**config.mk**
```make
export PLATFORM = sky130hd
export DESIGN_NAME = sar_readout_ctrl
export DESIGN_NICKNAME = d
export VERILOG_FILES = /design/src/rtl/sar_rd_pkg.sv /design/src/rtl/sar_tick_gen.sv /design/src/rtl/sar_frame_seq.sv /design/src/rtl/sar_rx_shift.sv /design/src/rtl/sar_readout_ctrl.sv
export SDC_FILE = /design/constraint.sdc
export NUM_CORES = 1
export LEC_CHECK = 0
export BUFFER_PORTS_ARGS = -buffer_cell sky130_fd_sc_hd__buf_2
export CAP_MARGIN = 10
export CORE_MARGIN = 1.5
export CORE_UTILIZATION = 52
export DETAILED_ROUTE_END_ITERATION = 8
export PLACE_DENSITY = 0.71
export REMOVE_ABC_BUFFERS = 1
export SLEW_MARGIN = 20
export SYNTH_ARGS = -nofsm -noshare
export SYNTH_HDL_FRONTEND = slang
export SYNTH_SLANG_ARGS = --single-unit
```
**constraint.sdc**
```tcl
create_clock -name clk -period 2 [get_ports clk]
set_clock_uncertainty 0.2 [all_clocks]
set_input_delay 0.2 -clock clk [delete_from_list [all_inputs] [get_ports clk]]
set_output_delay 0.2 -clock clk [all_outputs]
set_load 0.03 [all_outputs]
```
**src/rtl/sar_rd_pkg.sv**
```systemverilog
package sar_rd_pkg;
  localparam int CTRL_BITS   = 8;
  localparam int FRAME_BYTES = 3;
  localparam int FRAME_EDGES = FRAME_BYTES * CTRL_BITS;
  localparam int RES_BITS    = 12;
  localparam int NARROW_BITS = 8;
  localparam int CH_BITS     = 3;
  localparam int PD_BITS     = 2;
  localparam int EDGE_W      = $clog2(FRAME_EDGES + 1);
  // first data bit follows the control byte and one busy slot
  localparam int DATA_TOP    = FRAME_EDGES - CTRL_BITS - 2;

  typedef enum logic [2:0] {
    ST_IDLE, ST_LEAD, ST_CLK, ST_REL, ST_DONE
  } seq_state_t;

  function automatic logic [CTRL_BITS-1:0] make_ctrl(
    input logic [CH_BITS-1:0] ch,
    input logic               narrow,
    input logic               single,
    input logic [PD_BITS-1:0] pd
  );
    return {1'b1, ch, narrow, single, pd};
  endfunction

  // bit presented to the converter for rising edge e (1-based)
  function automatic logic ctrl_bit_for_edge(
    input logic [CTRL_BITS-1:0] c,
    input logic [EDGE_W-1:0]    e
  );
    logic [CTRL_BITS-1:0] s;
    s = c << (e - EDGE_W'(1));
    if (e != '0 && e <= EDGE_W'(CTRL_BITS)) return s[CTRL_BITS-1];
    return 1'b0;
  endfunction

  // rx[FRAME_EDGES-k] holds the bit sampled on rising edge k
  function automatic logic [RES_BITS-1:0] pick_result(
    input logic [FRAME_EDGES-1:0] rx,
    input logic                   narrow
  );
    if (narrow)
      return {{(RES_BITS-NARROW_BITS){1'b0}}, rx[DATA_TOP -: NARROW_BITS]};
    return rx[DATA_TOP -: RES_BITS];
  endfunction
endpackage

```
**src/rtl/sar_tick_gen.sv**
```systemverilog
module sar_tick_gen #(
  parameter int HALF_DIV = 3
) (
  input  logic clk,
  input  logic rst_n,
  input  logic run,
  output logic tick
);
  localparam int CW = (HALF_DIV > 1) ? $clog2(HALF_DIV) : 1;

  logic [CW-1:0] cnt;

  assign tick = run && (cnt == CW'(HALF_DIV - 1));

  always_ff @(posedge clk or negedge rst_n) begin
    if (!rst_n)             cnt <= '0;
    else if (!run || tick)  cnt <= '0;
    else                    cnt <= cnt + CW'(1);
  end

  generate
    if (HALF_DIV > 1) begin : g_spacing
      assert_tick_spacing_R4: assert property (@(posedge clk) disable iff (!rst_n)
        tick |=> !tick);
    end
  endgenerate
endmodule

```
**src/rtl/sar_frame_seq.sv**
```systemverilog
module sar_frame_seq
  import sar_rd_pkg::*;
(
  input  logic                 clk,
  input  logic                 rst_n,
  input  logic                 start,
  input  logic [CTRL_BITS-1:0] ctrl_in,
  input  logic                 tick,
  output logic                 run,
  output logic                 accept,
  output logic                 rise_evt,
  output logic                 load_evt,
  output logic                 dclk,
  output logic                 cs_n,
  output logic                 din,
  output logic                 busy,
  output logic                 done
);
  seq_state_t           state;
  logic [EDGE_W-1:0]    edge_cnt;
  logic                 lead_half;
  logic [CTRL_BITS-1:0] ctrl_q;
  logic                 fall_evt;

  assign run      = (state == ST_LEAD) || (state == ST_CLK);
  assign accept   = start && (state == ST_IDLE);
  assign rise_evt = tick && (((state == ST_LEAD) && lead_half) ||
                             ((state == ST_CLK) && !dclk));
  assign fall_evt = tick && (state == ST_CLK) && dclk;
  assign load_evt = fall_evt && (edge_cnt == EDGE_W'(FRAME_EDGES));
  assign busy     = (state != ST_IDLE);
  assign done     = (state == ST_DONE);

  always_ff @(posedge clk or negedge rst_n) begin
    if (!rst_n) begin
      state     <= ST_IDLE;
      edge_cnt  <= '0;
      lead_half <= 1'b0;
      ctrl_q    <= '0;
      dclk      <= 1'b0;
      cs_n      <= 1'b1;
      din       <= 1'b0;
    end else begin
      case (state)
        ST_IDLE: if (start) begin
          ctrl_q    <= ctrl_in;
          cs_n      <= 1'b0;
          din       <= ctrl_in[CTRL_BITS-1];
          edge_cnt  <= '0;
          lead_half <= 1'b0;
          state     <= ST_LEAD;
        end
        ST_LEAD: if (tick) begin
          if (lead_half) begin
            dclk     <= 1'b1;
            edge_cnt <= EDGE_W'(1);
            state    <= ST_CLK;
          end else begin
            lead_half <= 1'b1;
          end
        end
        ST_CLK: if (tick) begin
          if (dclk) begin
            dclk <= 1'b0;
            if (edge_cnt == EDGE_W'(FRAME_EDGES)) begin
              cs_n  <= 1'b1;
              din   <= 1'b0;
              state <= ST_REL;
            end else begin
              din <= ctrl_bit_for_edge(ctrl_q, edge_cnt + EDGE_W'(1));
            end
          end else begin
            dclk     <= 1'b1;
            edge_cnt <= edge_cnt + EDGE_W'(1);
          end
        end
        ST_REL:  state <= ST_DONE;
        ST_DONE: state <= ST_IDLE;
        default: state <= ST_IDLE;
      endcase
    end
  end

  assert_clk_inside_cs_R3: assert property (@(posedge clk) disable iff (!rst_n)
    dclk |-> !cs_n);
  assert_edge_bound_R2: assert property (@(posedge clk) disable iff (!rst_n)
    edge_cnt <= EDGE_W'(FRAME_EDGES));
  assert_din_quiet_R5: assert property (@(posedge clk) disable iff (!rst_n)
    (!cs_n && !dclk && edge_cnt >= EDGE_W'(CTRL_BITS)) |-> !din);
  assert_done_after_cs_R8: assert property (@(posedge clk) disable iff (!rst_n)
    $rose(cs_n) |=> done);
  assert_done_single_R8: assert property (@(posedge clk) disable iff (!rst_n)
    done |=> !done);
  assert_busy_ignores_start_R9: assert property (@(posedge clk) disable iff (!rst_n)
    (start && busy) |=> ($stable(ctrl_q) && !$fell(cs_n)));
endmodule

```
**src/rtl/sar_rx_shift.sv**
```systemverilog
module sar_rx_shift
  import sar_rd_pkg::*;
(
  input  logic                   clk,
  input  logic                   rst_n,
  input  logic                   shift_en,
  input  logic                   bit_in,
  output logic [FRAME_EDGES-1:0] data
);
  always_ff @(posedge clk or negedge rst_n) begin
    if (!rst_n)        data <= '0;
    else if (shift_en) data <= {data[FRAME_EDGES-2:0], bit_in};
  end
endmodule

```
**src/rtl/sar_readout_ctrl.sv**
```systemverilog
module sar_readout_ctrl
  import sar_rd_pkg::*;
#(
  parameter int HALF_DIV = 3
) (
  input  logic                clk,
  input  logic                rst_n,
  input  logic                start,
  input  logic [CH_BITS-1:0]  chan,
  input  logic                single_end,
  input  logic                want_8bit,
  input  logic [PD_BITS-1:0]  pd_sel,
  input  logic                mode_pin_hi,
  input  logic                adc_dout,
  output logic                adc_dclk,
  output logic                adc_cs_n,
  output logic                adc_din,
  output logic                busy,
  output logic                done,
  output logic [RES_BITS-1:0] result
);
  logic                   run, tick, accept, rise_evt, load_evt;
  logic                   narrow_q;
  logic [CTRL_BITS-1:0]   ctrl_word;
  logic [FRAME_EDGES-1:0] rx_bits;

  assign ctrl_word = make_ctrl(chan, want_8bit, single_end, pd_sel);

  sar_tick_gen #(.HALF_DIV(HALF_DIV)) u_tick (
    .clk(clk), .rst_n(rst_n), .run(run), .tick(tick)
  );

  sar_frame_seq u_seq (
    .clk(clk), .rst_n(rst_n), .start(start), .ctrl_in(ctrl_word),
    .tick(tick), .run(run), .accept(accept), .rise_evt(rise_evt),
    .load_evt(load_evt), .dclk(adc_dclk), .cs_n(adc_cs_n),
    .din(adc_din), .busy(busy), .done(done)
  );

  sar_rx_shift u_rx (
    .clk(clk), .rst_n(rst_n), .shift_en(rise_evt), .bit_in(adc_dout),
    .data(rx_bits)
  );

  always_ff @(posedge clk or negedge rst_n) begin
    if (!rst_n) begin
      narrow_q <= 1'b0;
      result   <= '0;
    end else begin
      if (accept)   narrow_q <= mode_pin_hi && want_8bit;
      if (load_evt) result   <= pick_result(rx_bits, narrow_q);
    end
  end

  assert_narrow_upper_zero_R7: assert property (@(posedge clk) disable iff (!rst_n)
    (done && narrow_q) |-> (result[RES_BITS-1:NARROW_BITS] == '0));
  assert_result_held_R8: assert property (@(posedge clk) disable iff (!rst_n)
    (!busy && !accept) |=> $stable(result));
endmodule

```
==> flow_metrics.py, run 1 <==
metrics = {
    "finish": {
        "layout-area-overhead-vs-synth_pct": 20.8,
        "share_of_cells_above_drive_strength_1_pct": 30.8,
        "finalNetCount": 291,
        "multi_input_area_um2": 1140,
        "n_fill_cell": 345,
        "seq_area_um2": 1250,
        "insertedDiodeCount": 0,
    },
    "timing": {
        "worst_slew_margin_rel_pct": 67.3,
        "grt_setup_unrepaired": "true",
        "min_period_over_period_pct": 96.9,
        "final.min_clock_period_ps": 1940,
        "final-hold-violation-count": 0,
        "tightestPinTransition_ps": 490,
        "timing.final.max_slew_violations": 0,
        "timing.final.setup_violations": 0,
        "post-route-worst-setup-slack_ps": 61.3,
        "clock.fmax_mhz": 516,
        "tns_ps": 0,
    },
    "floorplanning": {
        "std_cell_rows": 24,
        "design.portCount": 29,
        "die_area_um2": 5130,
        "dieWidth_um": 71.7,
        "die_height_um": 71.7,
        "core_area_um2": 4440,
        "effective_utilization_at_floorplan_pct": 55.2,
    },
    "synthesis": {
        "synthesis.area_per_instance_um2": 10.7,
        "synth_top_flop_cell": "sky130_fd_sc_hd__dfrtp_1",
        "syn_inst": 230,
        "yosys_register_bits": 50,
        "synth-async-reset-ratio_pct": 100,
        "yosys.cell_types.count": 46,
        "synth_edf_count": 0,
        "synthesis.area_um2": 2450,
        "synth.yosys.seq_area_share_pct": 51.1,
        "yosys_warnings": 0,
    },
    "clock_tree": {
        "clock_sink_count": 50,
        "cts-buffers-inserted": 5,
        "cts.htree.levels": 2,
        "clk_root_buffer_cell": "sky130_fd_sc_hd__clkbuf_8",
        "tritoncts_clock_tree": "done",
        "cts.reportedPaths.clkPinSlew_ps": 90,
        "clock_insertion_delay_worst_skew_ps": 310,
        "clockBufferDepth": 2,
        "cts.repair_timing.setup_buffer_count": 0,
    },
    "detailed_routing": {
        "routed_wl_um": 4770,
        "route.detailed.drc": 2,
        "antenna_left": 0,
        "drt-initial-drc-count": 95,
        "detail_route.vias_per_cell": 5.38,
        "average_routed_wire_per_standard_cell_um": 14.5,
        "drt_pass1_iterations": 6,
        "routed-via-count": 1766,
    },
    "worst_setup_path": {
        "setup.worst_path.class": "register to register",
        "cp_data_required_time_ps": 2030,
        "critPathArrivalTime_ps": 1970,
        "endpoint_kind": "register",
        "maximum_fanout_along_the_worst_path": 7,
        "critPathLaunchType": "register",
    },
    "global_route": {
        "antenna_violations_before_repair": 0,
        "grt_pass1_vias": 1762,
        "maximum_number_of_pins_on_one_net_before_global_route_repair": 35,
        "grt_pass1_wl_um": 8400,
        "grt_overflow_total": 0,
        "groute.usage.overall_pct": 21.0,
    },
    "placed_design": {
        "global_placement_routability_congestion": 0.863,
        "post-dp-hpwl_um": 3260,
        "io_buffer_count": 28,
        "place_ws_ps": 37.2,
    },
    "power": {
        "peakVddDrop_mv": 0.578,
        "total_power_mw": 1.87,
        "p_per_area_nw_per_um2": 633,
        "leakage_nw": 1.36,
    },
    "outcome": {
        "violations": "design-rule violations",
        "result_of_the_run": "finished with violations",
    },
    "hold_path": {
        "worst_hold_path_type": "input port to async pin",
    },
    "flow_run": {
        "drv.max_cap_violation_count": 0,
    },
}
## cells in the mapped netlist (all sizes together) (3+ instances only)
cell type	number	area [µm²]
o21ai	26	130
buf	11	66.3
nor2b	5	31.3
nor3	3	20.0
nor2	16	67.6
dfrtp	49	1230
mux2i	11	110
a21oi	5	25.0
mux2	23	259
inv	6	22.5
nand2b	4	25.0
nand2	28	105
nand3	6	30.0
ha	4	50.1
## layout make-up
class	instances	share of cell area [%]
clock buffers	6	2.79
clock inverters	2	1.31
inverters	6	0.760
multi-input cells	161	38.4
flip-flops and latches	50	42.3
well taps	52	2.20
repair buffers	51	12.3
## logic make-up (layout without fill, tap and decap cells)
logic type,after synthesis,count (layout),synth area share (%)
compound gates,49,49,12.7
fa+ha+maj,4,4,2.04
buf+inv,19,65,3.93
flops,50,50,51.1
mux,34,34,15.1
simple gates,74,74,15.2
## power by group
group,internal [mW],leakage [nW],switching [mW]
combinational,0.0464,0.658,0.0370
sequential,1.03,0.644,0.0162
clock,0.411,0.0618,0.334
## per-stage QoR
step | instances | hold WS [ps] | utilization, % | cell area [µm²]
global placement | 310 | -49.1 | 60.9 | 2710
global route | 328 | 188 | 66.6 | 2960
CTS | 328 | 155 | 65.9 | 2930
floorplan | 217 | -296 | - | 2380
finish | 328 | 153 | 66.6 | 2960
detailed placement | 310 | -47.5 | 60.9 | 2710
## path summary, 6_finish.rpt
kind,startpoint,to,slack (ps),depth (start not counted)
setup / recovery,u_seq.edge_cnt[1],u_seq.din,60,7
hold / removal,rst_n,u_seq.ctrl_q[2],150,2
setup reg to reg,u_seq.edge_cnt[1],u_seq.din,60,7
hold reg to reg,u_tick.cnt[0],u_tick.cnt[0],220,1
max in group asynchronous,rst_n,u_seq.cs_n,880,3
min in group clk,start,u_seq.lead_half,150,4
## registers in the layout (all words and copies together) (netlist names)
| register | count |
|---|---|
| narrow_q | 1 |
| result | 12 |
| u_rx.data | 15 |
| u_seq.cs_n | 1 |
| u_seq.ctrl_q | 8 |
| u_seq.dclk | 1 |
| u_seq.din | 1 |
| u_seq.edge_cnt | 5 |
| u_seq.lead_half | 1 |
| u_seq.state | 3 |
| u_tick.cnt | 2 |
## repair_timing
item                                   4_1_cts  5_1_grt
setup endpoints to repair                    0        5
endpoints found under the hold margin       58        0
gates resized for setup                      0        7
hold buffers                                10        0
## critical path: stages, from the launching register on
cell and delay [ps]:
sky130_fd_sc_hd__dfrtp_1 420, sky130_fd_sc_hd__inv_1 110, sky130_fd_sc_hd__ha_2 330, sky130_fd_sc_hd__nor2b_1 150, sky130_fd_sc_hd__a22oi_1 170, sky130_fd_sc_hd__nand4_1 100
sky130_fd_sc_hd__nand4b_1 200, sky130_fd_sc_hd__a31oi_1 180
## routing by layer
metal	track usage [%]	vias up	share of wire, %
met1	28.7	838	49
li1	-	899	-
met5	0	-	0
met4	5.66	0	1.1
met2	34.2	24	47
met3	4.92	5	3.3
## layout by cell type, fill, tap and decap left out, types with 2 or more instances in the layout
master / netlist / final
sky130_fd_sc_hd__clkbuf_8: 0 / 6
sky130_fd_sc_hd__nand2_1: 28 / 28
sky130_fd_sc_hd__a21oi_1: 5 / 5
sky130_fd_sc_hd__buf_2: 8 / 28
sky130_fd_sc_hd__o21ai_0: 18 / 18
sky130_fd_sc_hd__dfrtp_1: 49 / 49
sky130_fd_sc_hd__buf_12: 0 / 2
sky130_fd_sc_hd__nand2b_1: 4 / 3
sky130_fd_sc_hd__mux2_2: 23 / 23
sky130_fd_sc_hd__a31oi_1: 2 / 2
sky130_fd_sc_hd__nor2b_1: 5 / 4
sky130_fd_sc_hd__inv_1: 5 / 5
sky130_fd_sc_hd__a22o_1: 2 / 2
sky130_fd_sc_hd__nor3_1: 2 / 2
sky130_fd_sc_hd__or2_2: 2 / 2
sky130_fd_sc_hd__nand4_1: 2 / 2
sky130_fd_sc_hd__dlygate4sd3_1: 0 / 10
sky130_fd_sc_hd__nand3_1: 6 / 6
sky130_fd_sc_hd__nor2_1: 15 / 15
sky130_fd_sc_hd__o21ai_1: 8 / 8
sky130_fd_sc_hd__nand4b_1: 2 / 2
sky130_fd_sc_hd__mux2i_1: 11 / 11
sky130_fd_sc_hd__buf_4: 2 / 11
sky130_fd_sc_hd__ha_1: 4 / 3
Power figures use the tool's default switching activity.
==> run 2: changes to the inputs <==
--- a/config.mk
+++ b/config.mk
@@ -8,9 +8,9 @@
 export BUFFER_PORTS_ARGS = -buffer_cell sky130_fd_sc_hd__buf_2
 export CAP_MARGIN = 10
 export CORE_MARGIN = 1.5
-export CORE_UTILIZATION = 52
+export CORE_UTILIZATION = 62
 export DETAILED_ROUTE_END_ITERATION = 8
-export PLACE_DENSITY = 0.71
+export PLACE_DENSITY = 0.8
 export REMOVE_ABC_BUFFERS = 1
 export SLEW_MARGIN = 20
 export SYNTH_ARGS = -nofsm -noshare
==> constraint.sdc (replaced) <==
create_clock -name clk -period 2.3 [get_ports clk]
set_clock_uncertainty 0.2 [all_clocks]
set_input_delay 0.23 -clock clk [delete_from_list [all_inputs] [get_ports clk]]
set_output_delay 0.23 -clock clk [all_outputs]
set_load 0.03 [all_outputs]
==> run 2 against run 1 <==
The run now ends clean. Total power shrank 12%. Non-clock buffer count fell by 8. Clock power decreased by 10%. Global-route usage increased by 3.0 points. Sequential cell count stayed put. First-iteration DRC count increased by 110%. Critical path type is now register to output port.
==> flow_metrics.py, run 2 (synthesis gave the netlist of run 1 again) <==
metrics = {
    "outcome": {
        "result_of_the_run": "finished clean",
    },
    "worst_setup_path": {
        "worst-path-buf-inv": 2,
        "slowest_stage": "sky130_fd_sc_hd__dfrtp_1",
        "setup.worst_path.class": "register to output port",
        "path_depth": 3,
        "kind_of_cell_adding_the_most_delay_to_the_critical_path": "flip-flops",
        "cp_data_required_time_ps": 1870,
        "r2r_slack_ps": 290,
        "ff2ff_path_depth": 7,
        "r2r-start": "u_seq.edge_cnt[1]",
        "critPathLaunchType": "register",
        "cells_along_the_critical_path": "buf_4 -> or3_1 -> buf_2",
        "timing.critical_path.slowest_cell_delay_ps": 540,
        "r2r_end": "u_seq.din",
        "critPathArrivalTime_ps": 1580,
        "maximum_fanout_along_the_worst_path": 14,
        "endpoint_kind": "output port",
    },
    "floorplanning": {
        "core_area_um2": 3720,
        "die_area_um2": 4340,
        "effective_utilization_at_floorplan_pct": 66.0,
        "die_height_um": 65.9,
        "dieWidth_um": 65.9,
        "std_cell_rows": 22,
        "design.portCount": 29,
    },
    "finish": {
        "n_fill_cell": 260,
        "post-route-util_pct": 76.7,
        "finalNetCount": 283,
        "layout_commonest_cell": "sky130_fd_sc_hd__dfrtp_1",
        "most_flops_register": "u_rx.data",
        "share_of_cells_above_drive_strength_1_pct": 27.6,
        "insertedDiodeCount": 0,
        "top_regs": "u_rx.data (15), result (12), u_seq.ctrl_q (8)",
        "layout-area-overhead-vs-synth_pct": 16.3,
        "largest_reg_flops": 15,
        "final_cell_mix": "48 x sky130_fd_sc_hd__dfrtp_1, 28 x sky130_fd_sc_hd__nand2_1, 28 x sky130_fd_sc_hd__buf_2",
    },
    "clock_tree": {
        "tritoncts_clock_tree": "done",
        "clk_root_buffer_cell": "sky130_fd_sc_hd__clkbuf_8",
        "cts-buffers-inserted": 5,
        "clockBufferDepth": 2,
        "clock_insertion_delay_worst_skew_ps": 310,
        "cts.repair_timing.setup_buffer_count": 0,
        "clock_sink_count": 50,
        "cts.htree.levels": 2,
        "cts.reportedPaths.clkPinSlew_ps": 100,
    },
    "timing": {
        "timing.final.max_slew_violations": 0,
        "timing.final.setup_violations": 0,
        "min_period_over_period_pct": 87.6,
        "final.min_clock_period_ps": 2010,
        "final-hold-violation-count": 0,
        "post-route-worst-setup-slack_ps": 286,
        "grt_setup_unrepaired": "false",
        "tightestPinTransition_ps": 544,
        "tns_ps": 0,
        "worst_case_hold_slack_ps": 221,
        "clock.fmax_mhz": 496,
        "worst_slew_margin_rel_pct": 63.7,
    },
    "global_route": {
        "antenna_violations_before_repair": 0,
        "grt_overflow_total": 0,
        "grt_pass1_wl_um": 7860,
        "groute.usage.overall_pct": 24.0,
        "maximum_number_of_pins_on_one_net_before_global_route_repair": 28,
        "grt_pass1_vias": 1665,
    },
    "hold_path": {
        "worst_hold_path_type": "input port to async pin",
    },
    "power": {
        "p_per_area_nw_per_um2": 579,
        "total_power_mw": 1.65,
        "power_frac_comb_pct": 4.4,
        "clkPwrFrac_pct": 40.6,
        "power.switching_fraction_pct": 21.7,
        "internal-power_mw": 1.29,
        "sequentialPowerShare_pct": 55.1,
        "leakage_nw": 1.32,
        "netSwitchingPower_uw": 358,
        "peakVddDrop_mv": 0.479,
    },
    "placed_design": {
        "post-dp-hpwl_um": 3080,
        "global_placement_routability_congestion": 0.881,
        "place_ws_ps": 229,
        "io_buffer_count": 28,
    },
    "detailed_routing": {
        "antenna_left": 0,
        "routed-via-count": 1810,
        "drt-initial-drc-count": 198,
        "detail_route.vias_per_cell": 5.73,
        "average_routed_wire_per_standard_cell_um": 14.5,
        "route.detailed.drc": 0,
        "drt_pass1_iterations": 4,
        "routed_wl_um": 4590,
    },
    "flow_run": {
        "drv.max_cap_violation_count": 0,
    },
}
==> run 2: final cells by class <==
class                      count  area, µm²  area share, %
timing repair buffer          43        290           10.2
sequential                    50       1250           44.0
inverter                       6       22.5          0.790
clock buffer                   6       82.6           2.90
tap                           48       60.1           2.11
multi-input combinational    161       1100           38.7
clock inverter                 2       38.8           1.36
==> run 2: timing repair <==
| action | CTS | global route |
|---|---|---|
| resized for setup | 0 | 1 |
| hold endpoints to repair | 31 | 0 |
| endpoints found under the setup margin | 0 | 1 |
| hold buffers | 10 | 0 |
==> run 2: worst max path at each step <==
stage / from / to / slack, ps
after floorplan: u_seq.state[1] / u_seq.ctrl_q[0] / 170
after global placement: u_seq.edge_cnt[0] / u_seq.din / 290
after detailed placement: u_seq.edge_cnt[0] / u_seq.din / 230
after CTS: u_seq.edge_cnt[0] / u_seq.din / 210
after global routing: u_seq.edge_cnt[0] / u_seq.din / 60
final: u_seq.state[0] / busy / 290
==> run 2: metal layers <==
| layer | share of wire [%] | track usage, % | vias up |
|---|---|---|---|
| met4 | 2.3 | 10.4 | 0 |
| li1 | - | - | 884 |
| met3 | 4.7 | 5.28 | 13 |
| met1 | 48 | 33.7 | 864 |
| met2 | 45 | 35.9 | 49 |
| met5 | 0 | 0 | - |
==> run 2: stage by stage <==
stage                     cells  area [µm²]
final                       316        2850
after global routing        316        2850
after CTS                   316        2850
after detailed placement    298        2630
after global placement      298        2630
after floorplan             217        2380
==> run 2: power groups by stage <==
stage                     clock network [mW]  logic (mW)  registers [mW]
after global placement                     0      0.0592           0.926
after detailed placement                   0      0.0604           0.927
after floorplan                            0      0.0239           0.924
after global routing                   0.703      0.0812           0.912
final                                  0.670      0.0724           0.909
after CTS                              0.673      0.0733           0.909
==> run 2: worst reg2reg max path: stages, from the launching register on <==
cell and delay, ps:
sky130_fd_sc_hd__dfrtp_1 480, sky130_fd_sc_hd__inv_1 120, sky130_fd_sc_hd__ha_1 360, sky130_fd_sc_hd__nor2b_1 270, sky130_fd_sc_hd__nand4b_1 140, sky130_fd_sc_hd__nand4_1 110, sky130_fd_sc_hd__nand4b_1 100, sky130_fd_sc_hd__a31oi_1 170
